## src/rtl/cfgcpl_pkg.sv

```systemverilog
package cfgcpl_pkg;

  typedef enum logic [1:0] {
    SZ_BYTE = 2'b00,
    SZ_HALF = 2'b01,
    SZ_WORD = 2'b10,
    SZ_WRD2 = 2'b11
  } acc_size_e;

  localparam int unsigned LANE_BITS = 8;

endpackage

```

## src/rtl/cpl_poll_timer.sv

```systemverilog
module cpl_poll_timer #(
  parameter int unsigned MAX_POLLS = 500
) (
  input  logic clk,
  input  logic rst,
  input  logic clear,
  input  logic attempt,
  output logic last
);
  localparam int unsigned CNT_W = (MAX_POLLS > 1) ? $clog2(MAX_POLLS) : 1;
  localparam logic [CNT_W-1:0] LAST_VAL = CNT_W'(MAX_POLLS - 1);

  logic [CNT_W-1:0] cnt_q;

  always_ff @(posedge clk) begin
    if (rst || clear) begin
      cnt_q <= '0;
    end else if (attempt && cnt_q != LAST_VAL) begin
      cnt_q <= cnt_q + 1'b1;
    end
  end

  assign last = (cnt_q == LAST_VAL);

  // the attempt counter never runs past the final permitted attempt
  a_r11_cnt_bound: assert property (@(posedge clk) disable iff (rst)
    int'(cnt_q) < int'(MAX_POLLS));

endmodule

```

## src/rtl/cpl_beat_tracker.sv

```systemverilog
module cpl_beat_tracker #(
  parameter int unsigned STAT_W = 3
) (
  input  logic              clk,
  input  logic              rst,
  input  logic              clear,
  input  logic              attempt,
  input  logic              sop,
  input  logic [STAT_W-1:0] stat_field,
  output logic [STAT_W-1:0] status_now,
  output logic              seen
);
  localparam logic [STAT_W-1:0] STAT_PRESET = STAT_W'(1);

  logic [STAT_W-1:0] status_q;
  logic              seen_q;

  always_ff @(posedge clk) begin
    if (rst || clear) begin
      status_q <= STAT_PRESET;
      seen_q   <= 1'b0;
    end else if (attempt && sop) begin
      status_q <= stat_field;
      seen_q   <= 1'b1;
    end
  end

  // the start beat's own field decides a beat that also carries the end flag
  assign status_now = (attempt && sop) ? stat_field : status_q;
  assign seen       = seen_q;

  // a fresh access always begins with a non-zero status and no start seen
  a_r7_preset: assert property (@(posedge clk) disable iff (rst)
    clear |=> (status_q != '0 && !seen_q));

  // status only moves on a start-flagged attempt
  a_r5_status_hold: assert property (@(posedge clk) disable iff (rst)
    (!clear && !(attempt && sop)) |=> $stable(status_q));

endmodule

```

## src/rtl/cpl_lane_align.sv

```systemverilog
module cpl_lane_align
  import cfgcpl_pkg::*;
#(
  parameter int unsigned DW = 32
) (
  input  logic [1:0]    size,
  input  logic [1:0]    offset,
  input  logic [DW-1:0] payload,
  output logic [DW-1:0] aligned
);
  logic [DW-1:0] byte_shift;
  logic [DW-1:0] half_shift;

  assign byte_shift = payload >> {offset, 3'b000};
  assign half_shift = payload >> {offset[1], 4'b0000};

  always_comb begin
    case (acc_size_e'(size))
      SZ_BYTE: aligned = {{(DW-LANE_BITS){1'b0}}, byte_shift[LANE_BITS-1:0]};
      SZ_HALF: aligned = {{(DW-2*LANE_BITS){1'b0}}, half_shift[2*LANE_BITS-1:0]};
      default: aligned = payload;
    endcase
  end

endmodule

```

## src/rtl/cfg_cpl_rx.sv

```systemverilog
module cfg_cpl_rx
  import cfgcpl_pkg::*;
#(
  parameter int unsigned DW        = 32,
  parameter int unsigned MAX_POLLS = 500,
  parameter int unsigned STAT_LSB  = 13,
  parameter int unsigned STAT_W    = 3
) (
  input  logic            clk,
  input  logic            rst,
  input  logic            start,
  input  logic [1:0]      acc_size,
  input  logic [1:0]      acc_offset,
  input  logic            poll_tick,
  input  logic            rx_sop,
  input  logic            rx_eop,
  input  logic [2*DW-1:0] rx_beat,
  output logic            done,
  output logic            err,
  output logic [DW-1:0]   rd_data
);
  localparam int unsigned STAT_POS = DW + STAT_LSB;

  logic              busy_q;
  logic [1:0]        size_q;
  logic [1:0]        off_q;
  logic              accept;
  logic              attempt;
  logic              last_try;
  logic              fin_eop;
  logic              fin_tmo;
  logic [STAT_W-1:0] status_now;
  logic              sop_seen;
  logic [DW-1:0]     aligned;

  assign accept  = start && !busy_q;
  assign attempt = busy_q && poll_tick;
  assign fin_eop = attempt && rx_eop;
  assign fin_tmo = attempt && !rx_eop && last_try;

  cpl_poll_timer #(.MAX_POLLS(MAX_POLLS)) u_timer (
    .clk     (clk),
    .rst     (rst),
    .clear   (accept),
    .attempt (attempt),
    .last    (last_try)
  );

  cpl_beat_tracker #(.STAT_W(STAT_W)) u_track (
    .clk        (clk),
    .rst        (rst),
    .clear      (accept),
    .attempt    (attempt),
    .sop        (rx_sop),
    .stat_field (rx_beat[STAT_POS +: STAT_W]),
    .status_now (status_now),
    .seen       (sop_seen)
  );

  cpl_lane_align #(.DW(DW)) u_align (
    .size    (size_q),
    .offset  (off_q),
    .payload (rx_beat[DW-1:0]),
    .aligned (aligned)
  );

  always_ff @(posedge clk) begin
    if (rst) begin
      busy_q  <= 1'b0;
      size_q  <= 2'b00;
      off_q   <= 2'b00;
      done    <= 1'b0;
      err     <= 1'b0;
      rd_data <= '0;
    end else begin
      done <= 1'b0;
      if (accept) begin
        busy_q <= 1'b1;
        size_q <= acc_size;
        off_q  <= acc_offset;
      end
      if (fin_eop || fin_tmo) begin
        busy_q <= 1'b0;
        done   <= 1'b1;
        if (fin_eop && status_now == '0) begin
          err     <= 1'b0;
          rd_data <= aligned;
        end else begin
          err     <= 1'b1;
          rd_data <= '0;
        end
      end
    end
  end

  // completion pulse lasts one cycle
  a_r12_done_pulse: assert property (@(posedge clk) disable iff (rst)
    done |=> !done);

  // a completion only follows a busy cycle
  a_r2_done_needs_busy: assert property (@(posedge clk) disable iff (rst)
    done |-> $past(busy_q));

  // an error completion never carries data
  a_r6_err_no_data: assert property (@(posedge clk) disable iff (rst)
    (done && err) |-> (rd_data == '0));

  // a single-byte read fills only the lowest lane
  a_r9_byte_width: assert property (@(posedge clk) disable iff (rst)
    (done && !err && acc_size_e'(size_q) == SZ_BYTE) |-> (rd_data[DW-1:LANE_BITS] == '0));

  // a start during an access leaves the latched size alone
  a_r3_busy_start: assert property (@(posedge clk) disable iff (rst)
    (busy_q && start) |=> $stable(size_q) && $stable(off_q));

  // a successful completion needs a start-flagged beat in the packet
  a_r7_success_needs_sop: assert property (@(posedge clk) disable iff (rst)
    (fin_eop && status_now == '0) |-> (sop_seen || rx_sop));

endmodule

```

## config.mk

```make
export PLATFORM = sky130hd
export DESIGN_NAME = cfg_cpl_rx
export DESIGN_NICKNAME = d
export VERILOG_FILES = /design/src/rtl/cfgcpl_pkg.sv /design/src/rtl/cpl_poll_timer.sv /design/src/rtl/cpl_beat_tracker.sv /design/src/rtl/cpl_lane_align.sv /design/src/rtl/cfg_cpl_rx.sv
export SDC_FILE = /design/constraint.sdc
export NUM_CORES = 1
export LEC_CHECK = 0
export ABC_AREA = 1
export BUFFER_PORTS_ARGS = -buffer_cell sky130_fd_sc_hd__buf_4
export CORE_MARGIN = 2
export CORE_UTILIZATION = 45
export DETAILED_ROUTE_END_ITERATION = 7
export PLACE_DENSITY = 0.75
export RECOVER_POWER = 25
export SLEW_MARGIN = 5
export SYNTH_ARGS = -nofsm -noshare
export SYNTH_HDL_FRONTEND = slang
export SYNTH_SLANG_ARGS = --single-unit
```

## constraint.sdc

```tcl
create_clock -name clk -period 2 [get_ports clk]
set_input_delay 0.1 -clock clk [delete_from_list [all_inputs] [get_ports clk]]
set_output_delay 0.1 -clock clk [all_outputs]
set_load 0.02 [all_outputs]
```

# Word-level counts from Yosys, hierarchy flattened
# Index checks and enable logic that the tools add are counted.
# totals
ff_bits,51
input_bits,74
elab_cells,34
# op_classes
addsub,1
eq_ne,3
shift,2
muxes,5
n_reduce_logical,15
# ops
cell,count
32-bit one-hot mux with 2 select lines,1
32-bit two-way mux,1
32-bit by 5-bit >> shifter with 16-bit output,1
32-bit by 5-bit >> shifter with 8-bit output,1
9-bit by 1-bit adder with 9-bit output (second input constant),1
9-bit == test (second input constant),1
9-bit != test (second input constant),1
1-bit logical AND,8
3-bit zero test,1
3-bit two-way mux,1
2-bit by 1-bit == test with 1-bit output (second input constant),1
1-bit zero test,2
2-bit zero test,1
1-bit logical OR,2
1-bit two-way mux,2
2-bit OR reduction,1

# Logic depth before layout (Yosys ltp)
# Gate-level depths: netlist of run 1.
# depth
depth_word,6
ltp_mapped,9
ltp_nobuf,8

# Cells and area by module
# Synthesis of run 1 repeated with hierarchy kept, for this count alone.
# unflattened
cells_unflattened,425
area_unflattened_um2,2721.4
# modules_own_cells
module,instances,cells_per_inst,area_each_um2,seq_area_each_um2
cfg_cpl_rx,1,175,1423.9,780.7
cpl_lane_align,1,148,640.6,0.0
cpl_poll_timer,1,73,475.5,180.2
cpl_beat_tracker,1,29,181.4,80.1

# Worst setup path after synthesis of run 1
# Ideal clock, no wire load.
# synth_timing
path_type,reg2reg
startpoint,reg u_timer.cnt_q[0]
endpoint,reg rd_data[22]
arrival_time_ps,1309
t_required_ps,1887
setup_slack_ps,578
path_stages_with_launch,10
n_path_buf,1
period_less_slack_ps,1422
cell_sequence,dfxtp_1 > ha_1 > nand2_1 > nor2_2 > nand3_4 > nand2_1 > nor2_4 > buf_6 > nand2_1 > nand2_1
# synth_via
elab_chain_len,3
# synth_lines
element,line,source
from (decl),cpl_poll_timer.sv:13,logic [CNT_W-1:0] cnt_q;
from (signal assigned),cpl_poll_timer.sv:19,cnt_q <= cnt_q + 1'b1;
9-bit == test,cpl_poll_timer.sv:23,assign last = (cnt_q == LAST_VAL);
1-bit logical AND,cfg_cpl_rx.sv:39,assign fin_tmo = attempt && !rx_eop && last_try;
1-bit logical OR,cfg_cpl_rx.sv:82,if (fin_eop || fin_tmo) begin
to (signal assigned),cfg_cpl_rx.sv:87,rd_data <= aligned;
to (decl),cfg_cpl_rx.sv:20,output logic [DW-1:0] rd_data
# No other way between the ends.
# A chain may end at the register's enable or synchronous reset.

# Worst setup path in the final report of run 1
# layout_timing
startpoint,reg u_timer.cnt_q[0]
endpoint,reg rd_data[8]
# Same word-level chain as after synthesis.

==> impl_metrics.prom, run 1 <==
# TYPE chip_impl_metric gauge
chip_impl_metric{name="fillCellCount",unit=""} 604
chip_impl_metric{name="antenna_found_initial",unit=""} 0
chip_impl_metric{name="cts.repair.resized",unit=""} 0
chip_impl_metric{name="max-vdd-ir-drop",unit="mV"} 0.259
chip_impl_info{name="yosysTopAreaCell",value="sky130_fd_sc_hd__dfxtp_1"} 1
chip_impl_metric{name="ys_async_sr_fraction",unit=""} 0
chip_impl_info{name="hold_path_end",value="busy_q"} 1
chip_impl_metric{name="synth_cells",unit=""} 420
chip_impl_metric{name="placement.cell_area",unit="um^2"} 3300
chip_impl_info{name="worst_hold_startpoint",value="start"} 1
chip_impl_info{name="path_common_cell",value="sky130_fd_sc_hd__nand2_1"} 1
chip_impl_metric{name="inserted_clock_buffers",unit=""} 5
chip_impl_metric{name="timing.clock.skew",unit="ps"} 6.51
chip_impl_info{name="synth-main-ff-cell",value="sky130_fd_sc_hd__dfxtp_1"} 1
chip_impl_metric{name="syn-cell-area",unit="um^2"} 2700
chip_impl_metric{name="cp_num_buf_inv",unit=""} 0
chip_impl_metric{name="grt_pass1_vias",unit=""} 2427
chip_impl_metric{name="syn_nets",unit=""} 495
chip_impl_metric{name="floorplan.core_area",unit="um^2"} 5850
chip_impl_metric{name="ys_ff_latch",unit=""} 51
chip_impl_info{name="top_cells_by_count_synth",value="sky130_fd_sc_hd__nand2_1, sky130_fd_sc_hd__dfxtp_1, sky130_fd_sc_hd__inv_1"} 1
chip_impl_metric{name="global_route_usage_sum",unit=""} 0.202
chip_impl_metric{name="r2r_slack",unit="ps"} 170
chip_impl_metric{name="avgViaCountPerCell",unit=""} 4.70
chip_impl_metric{name="tightest_slew",unit="ps"} 749
chip_impl_info{name="clock-root-buffer",value="sky130_fd_sc_hd__clkbuf_8"} 1
chip_impl_info{name="worst_min_delay_path_category",value="in -> reg"} 1
chip_impl_metric{name="cap_viol_max_count",unit=""} 0
chip_impl_metric{name="syn2layout_area_growth",unit="%"} 23.0
chip_impl_metric{name="clk_pin_slew",unit="ps"} 80
chip_impl_info{name="endpoint_of_the_worst_register_to_register_path",value="rd_data[8]"} 1
chip_impl_metric{name="numPortBuffers",unit=""} 78
chip_impl_metric{name="path_max_fanout",unit=""} 34
chip_impl_info{name="crit_family",value="simple AND/OR/NAND/NOR gates"} 1
chip_impl_metric{name="detail-route-antenna-nets",unit=""} 0
chip_impl_metric{name="synth_sequential_area_ratio",unit=""} 0.378
chip_impl_info{name="endpoint_kind",value="flip-flop"} 1
chip_impl_metric{name="final_layout_size_suffix_gt1_frac",unit=""} 0.174
chip_impl_metric{name="worst_hold_path.num_cells",unit=""} 2
chip_impl_info{name="cp_slowest_cell",value="sky130_fd_sc_hd__nor2_4"} 1
chip_impl_metric{name="design.portCount",unit=""} 108
chip_impl_metric{name="level_count_of_the_clock_h_tree",unit=""} 2
chip_impl_metric{name="grt_first_pass_wirelength",unit="um"} 10600
chip_impl_metric{name="routed_wire_length_per_instance",unit="um"} 11.7
chip_impl_metric{name="die_area",unit="um^2"} 6640
chip_impl_metric{name="grt_start_max_net_pins",unit=""} 35
chip_impl_info{name="synth.area.top_cells",value="sky130_fd_sc_hd__dfxtp_1, sky130_fd_sc_hd__nand2_1, sky130_fd_sc_hd__nand3_1, sky130_fd_sc_hd__inv_1, sky130_fd_sc_hd__o21ai_0"} 1
chip_impl_metric{name="synth_warnings",unit=""} 0
chip_impl_metric{name="met2_length",unit="um"} 3240
chip_impl_metric{name="finalNetCount",unit=""} 568
chip_impl_info{name="top_signal_layer_used",value="met4"} 1
chip_impl_metric{name="gp_congestion",unit=""} 0.855
chip_impl_metric{name="critical_path_arrival",unit="ps"} 2070
chip_impl_metric{name="detail_route.wirelength",unit="um"} 6660
chip_impl_metric{name="global_route.overflow_total",unit=""} 0
chip_impl_metric{name="timing.final.hold_violations",unit=""} 0
chip_impl_info{name="rsz0062_at_grt",value="yes"} 1
chip_impl_metric{name="clock_insertion_delay_worst_skew",unit="ps"} 290
chip_impl_metric{name="netlist.area_leader.share",unit=""} 0.378
chip_impl_metric{name="min_period_over_period",unit=""} 0.917
chip_impl_metric{name="timing.critical_path.slowest_cell_delay",unit="ps"} 590
chip_impl_metric{name="clk_path_buf_depth",unit=""} 2
chip_impl_metric{name="setup_viol",unit=""} 0
chip_impl_metric{name="fin_setup_tns",unit="ps"} 0
chip_impl_info{name="r2r_start",value="u_timer.cnt_q[0]"} 1
chip_impl_metric{name="die_boundary_width",unit="um"} 81.5
chip_impl_metric{name="detailedPlacementHpwl",unit="um"} 4930
chip_impl_info{name="tritoncts",value="done"} 1
chip_impl_metric{name="initial_core_utilization",unit=""} 0.462
chip_impl_metric{name="crit_required",unit="ps"} 2230
chip_impl_metric{name="drcViolationCount",unit=""} 0
chip_impl_info{name="path_class",value="reg -> reg"} 1
chip_impl_info{name="timing.critical_path.cells",value="ha_1, nand2_1, nor2_2, nand3_4, nand2_1, nor2_4, nand2_1, nand2_1"} 1
chip_impl_metric{name="antenna-diode-count",unit=""} 0
chip_impl_metric{name="syn-mean-instance-area",unit="um^2"} 6.44
chip_impl_metric{name="drt_iter0_markers",unit=""} 125
chip_impl_metric{name="detail_route.first_pass.iterations",unit=""} 4
chip_impl_metric{name="cts-hold-fix-buffers",unit=""} 0
chip_impl_metric{name="rows",unit=""} 28
chip_impl_metric{name="detail_route.wirelength.met1",unit="um"} 2920
chip_impl_metric{name="cts_sinks",unit=""} 51
chip_impl_info{name="count_leader_synth",value="sky130_fd_sc_hd__nand2_1"} 1
chip_impl_metric{name="period_minus_slack",unit="ps"} 1830
chip_impl_metric{name="layout.cell_area.non_filler",unit="um^2"} 3330
chip_impl_metric{name="p_total",unit="mW"} 1.96
chip_impl_metric{name="max-slew-margin-rel",unit=""} 0.499
chip_impl_metric{name="report.final.slew_viol_count",unit=""} 0
chip_impl_info{name="outcome",value="finished, final reports clean"} 1
chip_impl_metric{name="synth-edff-count",unit=""} 0
chip_impl_metric{name="max_freq",unit="GHz"} 0.545
chip_impl_metric{name="synth.distinct_cells",unit=""} 29
chip_impl_metric{name="reg2reg_depth",unit=""} 8
chip_impl_metric{name="total_leakage_power",unit="nW"} 1.77
chip_impl_info{name="setup.worst_path.start_class",value="flip-flop"} 1
chip_impl_metric{name="detailroute.via_count",unit=""} 2677
chip_impl_metric{name="routed-wl-met3",unit="um"} 460
chip_impl_metric{name="die-height",unit="um"} 81.5
chip_impl_metric{name="cellPowerDensity",unit="nW/um^2"} 590
[worst max path at each step]
stage / from / to / cells after the start
floorplan: u_timer.cnt_q[0] / rd_data[22] / 9
CTS: u_timer.cnt_q[0] / rd_data[8] / 8
global placement: u_timer.cnt_q[0] / busy_q / 7
detailed placement: u_timer.cnt_q[0] / rd_data[8] / 8
finish: u_timer.cnt_q[0] / rd_data[8] / 8
global route: u_timer.cnt_q[0] / rd_data[20] / 8
[stage by stage]
step	setup WS, ps	utilization	hold WS (ps)	cells
2_1_floorplan	578	-	210	420
3_3_place_gp	241	0.564	306	561
3_5_place_dp	161	0.564	321	561
4_1_cts	136	0.581	15.4	569
5_1_grt	-19.4	0.568	7.72	569
6_report	166	0.568	19.9	569
[what timing repair did]
action	4_1_cts	5_1_grt
setup buffers	0	0
hold endpoints to repair	0	0
endpoints found under the setup margin	0	4
[flip-flops by register name (all words and copies together), names as in the netlist]
register / count
busy_q: 1
done: 1
err: 1
off_q: 2
rd_data: 32
size_q: 2
u_timer.cnt_q: 9
u_track.status_q: 3
[cell type report]
| type | count | area [um^2] | area share |
|---|---|---|---|
| clock buffers | 8 | 100 | 0.0301 |
| inverters | 55 | 209 | 0.0628 |
| multi-input cells | 298 | 1350 | 0.404 |
| flip-flops and latches | 51 | 1020 | 0.307 |
| well taps | 75 | 93.8 | 0.0282 |
| repair buffers | 82 | 557 | 0.167 |
[per-layer routing]
layer,global-route usage,vias to the layer above
li1,-,1438
met1,0.247,1178
met2,0.350,59
met3,0.0560,2
met4,0.0542,0
met5,0,-
[power by group]
| group | switching, mW | internal, mW |
|---|---|---|
| clock network | 0.313 | 0.316 |
| registers | 0.0119 | 1.03 |
| logic | 0.174 | 0.118 |
| total | 0.499 | 1.46 |
[cells by family after synthesis]
group	count (synthesis)	share of synthesized area
xor gates and xnor gates	2	0.00648
and+or+nand+nor	254	0.403
DFF	51	0.378
AOI/OAI and AO/OA	41	0.0838
buffers and inverters	71	0.125
adders and majority gates	1	0.00463
[placed cells by master (no fill, tap or decap), drive strengths merged, types with 14 or more instances in the layout]
cell | synthesis | final
o21ai | 26 | 26
a21oi | 14 | 14
clkbuf | 4 | 27
buf | 12 | 63
inv | 53 | 53
dfxtp | 51 | 51
nor2 | 17 | 17
nand3 | 47 | 47
nand2 | 185 | 185
Note: power is estimated with default switching activity, not from simulation.
==> inputs of run 2 (changes only) <==
Settings changed: CELL_PAD_IN_SITES_DETAIL_PLACEMENT set to 0, CELL_PAD_IN_SITES_GLOBAL_PLACEMENT set to 1, CORE_UTILIZATION 45 to 32, PLACE_DENSITY 0.75 to not set, PLACE_DENSITY_LB_ADDON set to 0.1.
==> impl_metrics.prom, run 2 (same netlist as run 1, synthesis figures left out) <==
# TYPE chip_impl_metric gauge
chip_impl_metric{name="detail_route.first_pass.iterations",unit=""} 4
chip_impl_metric{name="inserted_clock_buffers",unit=""} 5
chip_impl_metric{name="timing.final.hold_violations",unit=""} 0
chip_impl_metric{name="syn2layout_area_growth",unit="%"} 25.0
chip_impl_metric{name="max_ffs_per_register",unit=""} 32
chip_impl_info{name="biggestRegsByFlops",value="rd_data (32), u_timer.cnt_q (9), u_track.status_q (3)"} 1
chip_impl_metric{name="die_boundary_width",unit="um"} 95.9
chip_impl_info{name="rsz0062_at_grt",value="no"} 1
chip_impl_metric{name="numPortBuffers",unit=""} 78
chip_impl_metric{name="final_layout_size_suffix_gt1_frac",unit=""} 0.174
chip_impl_metric{name="grt_first_pass_wirelength",unit="um"} 12100
chip_impl_metric{name="period_minus_slack",unit="ps"} 1700
chip_impl_metric{name="report.final.slew_viol_count",unit=""} 0
chip_impl_metric{name="total_leakage_power",unit="nW"} 1.78
chip_impl_metric{name="antenna_found_initial",unit=""} 0
chip_impl_metric{name="clock_insertion_delay_worst_skew",unit="ps"} 300
chip_impl_metric{name="rows",unit=""} 33
chip_impl_metric{name="tightest_slew",unit="ps"} 786
chip_impl_metric{name="die-height",unit="um"} 95.9
chip_impl_info{name="registers.top_by_ff_count",value="rd_data"} 1
chip_impl_info{name="path_common_cell",value="sky130_fd_sc_hd__nand2_1"} 1
chip_impl_metric{name="level_count_of_the_clock_h_tree",unit=""} 2
chip_impl_metric{name="global_route_usage_sum",unit=""} 0.169
chip_impl_info{name="timing.critical_path.cells",value="ha_1, nand2_1, nor2_2, nand3_4, nand2_1, nor2_4, nand2_1, nand2_1"} 1
chip_impl_metric{name="drcViolationCount",unit=""} 0
chip_impl_metric{name="detail-route-antenna-nets",unit=""} 0
chip_impl_metric{name="grt_start_max_net_pins",unit=""} 35
chip_impl_metric{name="min_period_over_period",unit=""} 0.850
chip_impl_info{name="layout_common_cells",value="sky130_fd_sc_hd__nand2_1, sky130_fd_sc_hd__buf_4, sky130_fd_sc_hd__inv_1, sky130_fd_sc_hd__dfxtp_1, sky130_fd_sc_hd__nand3_1"} 1
chip_impl_info{name="outcome",value="finished, final reports clean"} 1
chip_impl_metric{name="drt_iter0_markers",unit=""} 144
chip_impl_metric{name="r2r_slack",unit="ps"} 300
chip_impl_info{name="r2r_start",value="u_timer.cnt_q[0]"} 1
chip_impl_metric{name="critical_path_arrival",unit="ps"} 1950
chip_impl_metric{name="grt_pass1_vias",unit=""} 2427
chip_impl_metric{name="floorplan.core_area",unit="um^2"} 8220
chip_impl_info{name="setup.worst_path.start_class",value="flip-flop"} 1
chip_impl_metric{name="postCtsSetupRepairBufs",unit=""} 0
chip_impl_metric{name="timing.clock.skew",unit="ps"} 4.08
chip_impl_metric{name="detailedPlacementHpwl",unit="um"} 5430
chip_impl_metric{name="fillCellCount",unit=""} 947
chip_impl_metric{name="detailroute.via_count",unit=""} 2760
chip_impl_metric{name="initial_core_utilization",unit=""} 0.329
chip_impl_metric{name="avgViaCountPerCell",unit=""} 4.57
chip_impl_metric{name="finished_core_util",unit=""} 0.411
chip_impl_metric{name="detail_route.wirelength",unit="um"} 7670
chip_impl_metric{name="routed_wire_length_per_instance",unit="um"} 12.7
chip_impl_info{name="worst_min_delay_path_category",value="in -> reg"} 1
chip_impl_metric{name="finalNetCount",unit=""} 573
chip_impl_info{name="most_common_cell_after_layout_fill_and_taps_aside",value="sky130_fd_sc_hd__nand2_1"} 1
chip_impl_metric{name="max-vdd-ir-drop",unit="mV"} 0.283
chip_impl_info{name="endpoint_kind",value="flip-flop"} 1
chip_impl_metric{name="worst_hold_path.num_cells",unit=""} 3
chip_impl_metric{name="die_area",unit="um^2"} 9200
chip_impl_info{name="crit_family",value="simple AND/OR/NAND/NOR gates"} 1
chip_impl_metric{name="cap_viol_max_count",unit=""} 0
chip_impl_metric{name="global_route.overflow_total",unit=""} 0
chip_impl_metric{name="cellPowerDensity",unit="nW/um^2"} 572
chip_impl_metric{name="timing.critical_path.slowest_cell_delay",unit="ps"} 440
chip_impl_info{name="path_class",value="reg -> reg"} 1
chip_impl_metric{name="clk_path_buf_depth",unit=""} 2
chip_impl_info{name="endpoint_of_the_worst_register_to_register_path",value="rd_data[30]"} 1
chip_impl_info{name="tritoncts",value="done"} 1
chip_impl_metric{name="max-slew-margin-rel",unit=""} 0.476
chip_impl_metric{name="clk_pin_slew",unit="ps"} 90
chip_impl_info{name="clock-root-buffer",value="sky130_fd_sc_hd__clkbuf_8"} 1
chip_impl_metric{name="gp_congestion",unit=""} 0.819
chip_impl_info{name="hold_path_end",value="off_q[1]"} 1
chip_impl_info{name="cp_slowest_cell",value="sky130_fd_sc_hd__nor2_4"} 1
chip_impl_metric{name="design.portCount",unit=""} 108
chip_impl_metric{name="reg2reg_depth",unit=""} 8
chip_impl_metric{name="antenna-diode-count",unit=""} 0
chip_impl_info{name="worst_hold_startpoint",value="acc_offset[1]"} 1
chip_impl_metric{name="cts_sinks",unit=""} 51
chip_impl_metric{name="cp_num_buf_inv",unit=""} 0
chip_impl_metric{name="crit_required",unit="ps"} 2250
chip_impl_metric{name="max_freq",unit="GHz"} 0.588
chip_impl_metric{name="fin_setup_tns",unit="ps"} 0
chip_impl_metric{name="setup_viol",unit=""} 0
chip_impl_metric{name="path_max_fanout",unit=""} 17
-- run 2: cell type report --
class	count	area, um^2	share of cell area
inverter	55	209	0.0618
multi-input combinational	299	1360	0.401
tap	105	131	0.0389
clock inverter	1	5.00	0.00148
clock buffer	7	76.3	0.0226
sequential	51	1020	0.302
timing repair buffer	86	582	0.172
-- run 2: where the power goes --
group	internal, mW	leakage, nW	switching [mW]
logic	0.122	1.32	0.188
clock network	0.247	0.0422	0.339
registers	1.03	0.412	0.0116
-- run 2: routing by layer --
layer | global-route usage | routed length [um]
met5 | 0 | 0
met4 | 0.0393 | 37
met3 | 0.0305 | 588
met2 | 0.234 | 3060
met1 | 0.266 | 3990
-- run 2: worst reg2reg max path, cell delays in order (launching register included) --
cell and delay, ps:
sky130_fd_sc_hd__dfxtp_1 350, sky130_fd_sc_hd__ha_1 270, sky130_fd_sc_hd__nand2_1 100, sky130_fd_sc_hd__nor2_2 60, sky130_fd_sc_hd__nand3_4 70, sky130_fd_sc_hd__nand2_1 160
sky130_fd_sc_hd__nor2_4 440, sky130_fd_sc_hd__nand2_1 120, sky130_fd_sc_hd__nand2_1 90
-- run 2: timing repair --
| item | in CTS | in global routing |
|---|---|---|
| hold buffers | 1 | 0 |
| hold endpoints to repair | 1 | 0 |
| setup endpoints to repair | 0 | 33 |
| resized for setup | 0 | 1 |
-- run 2: worst max-delay path by stage --
stage | startpoint | end | depth (start not counted)
finish | u_timer.cnt_q[0] | rd_data[30] | 8
global route | u_timer.cnt_q[0] | rd_data[0] | 8
CTS | u_timer.cnt_q[0] | rd_data[0] | 8
detailed placement | u_timer.cnt_q[0] | rd_data[0] | 8
global placement | u_timer.cnt_q[0] | rd_data[15] | 8
floorplan | u_timer.cnt_q[0] | rd_data[22] | 9
-- run 2: per-stage QoR --
stage                     setup slack, ps  hold WS [ps]  cell area [um^2]  std cells  total power [mW]
final                                 300          18.5              3380        604              1.94
after CTS                            85.0          3.72              3450        603              1.96
after global routing                 72.2          30.5              3380        604              2.05
after detailed placement              120           316              3360        594              1.37
after floorplan                       578           210              2700        420              1.24
after global placement                156           312              3360        594              1.37
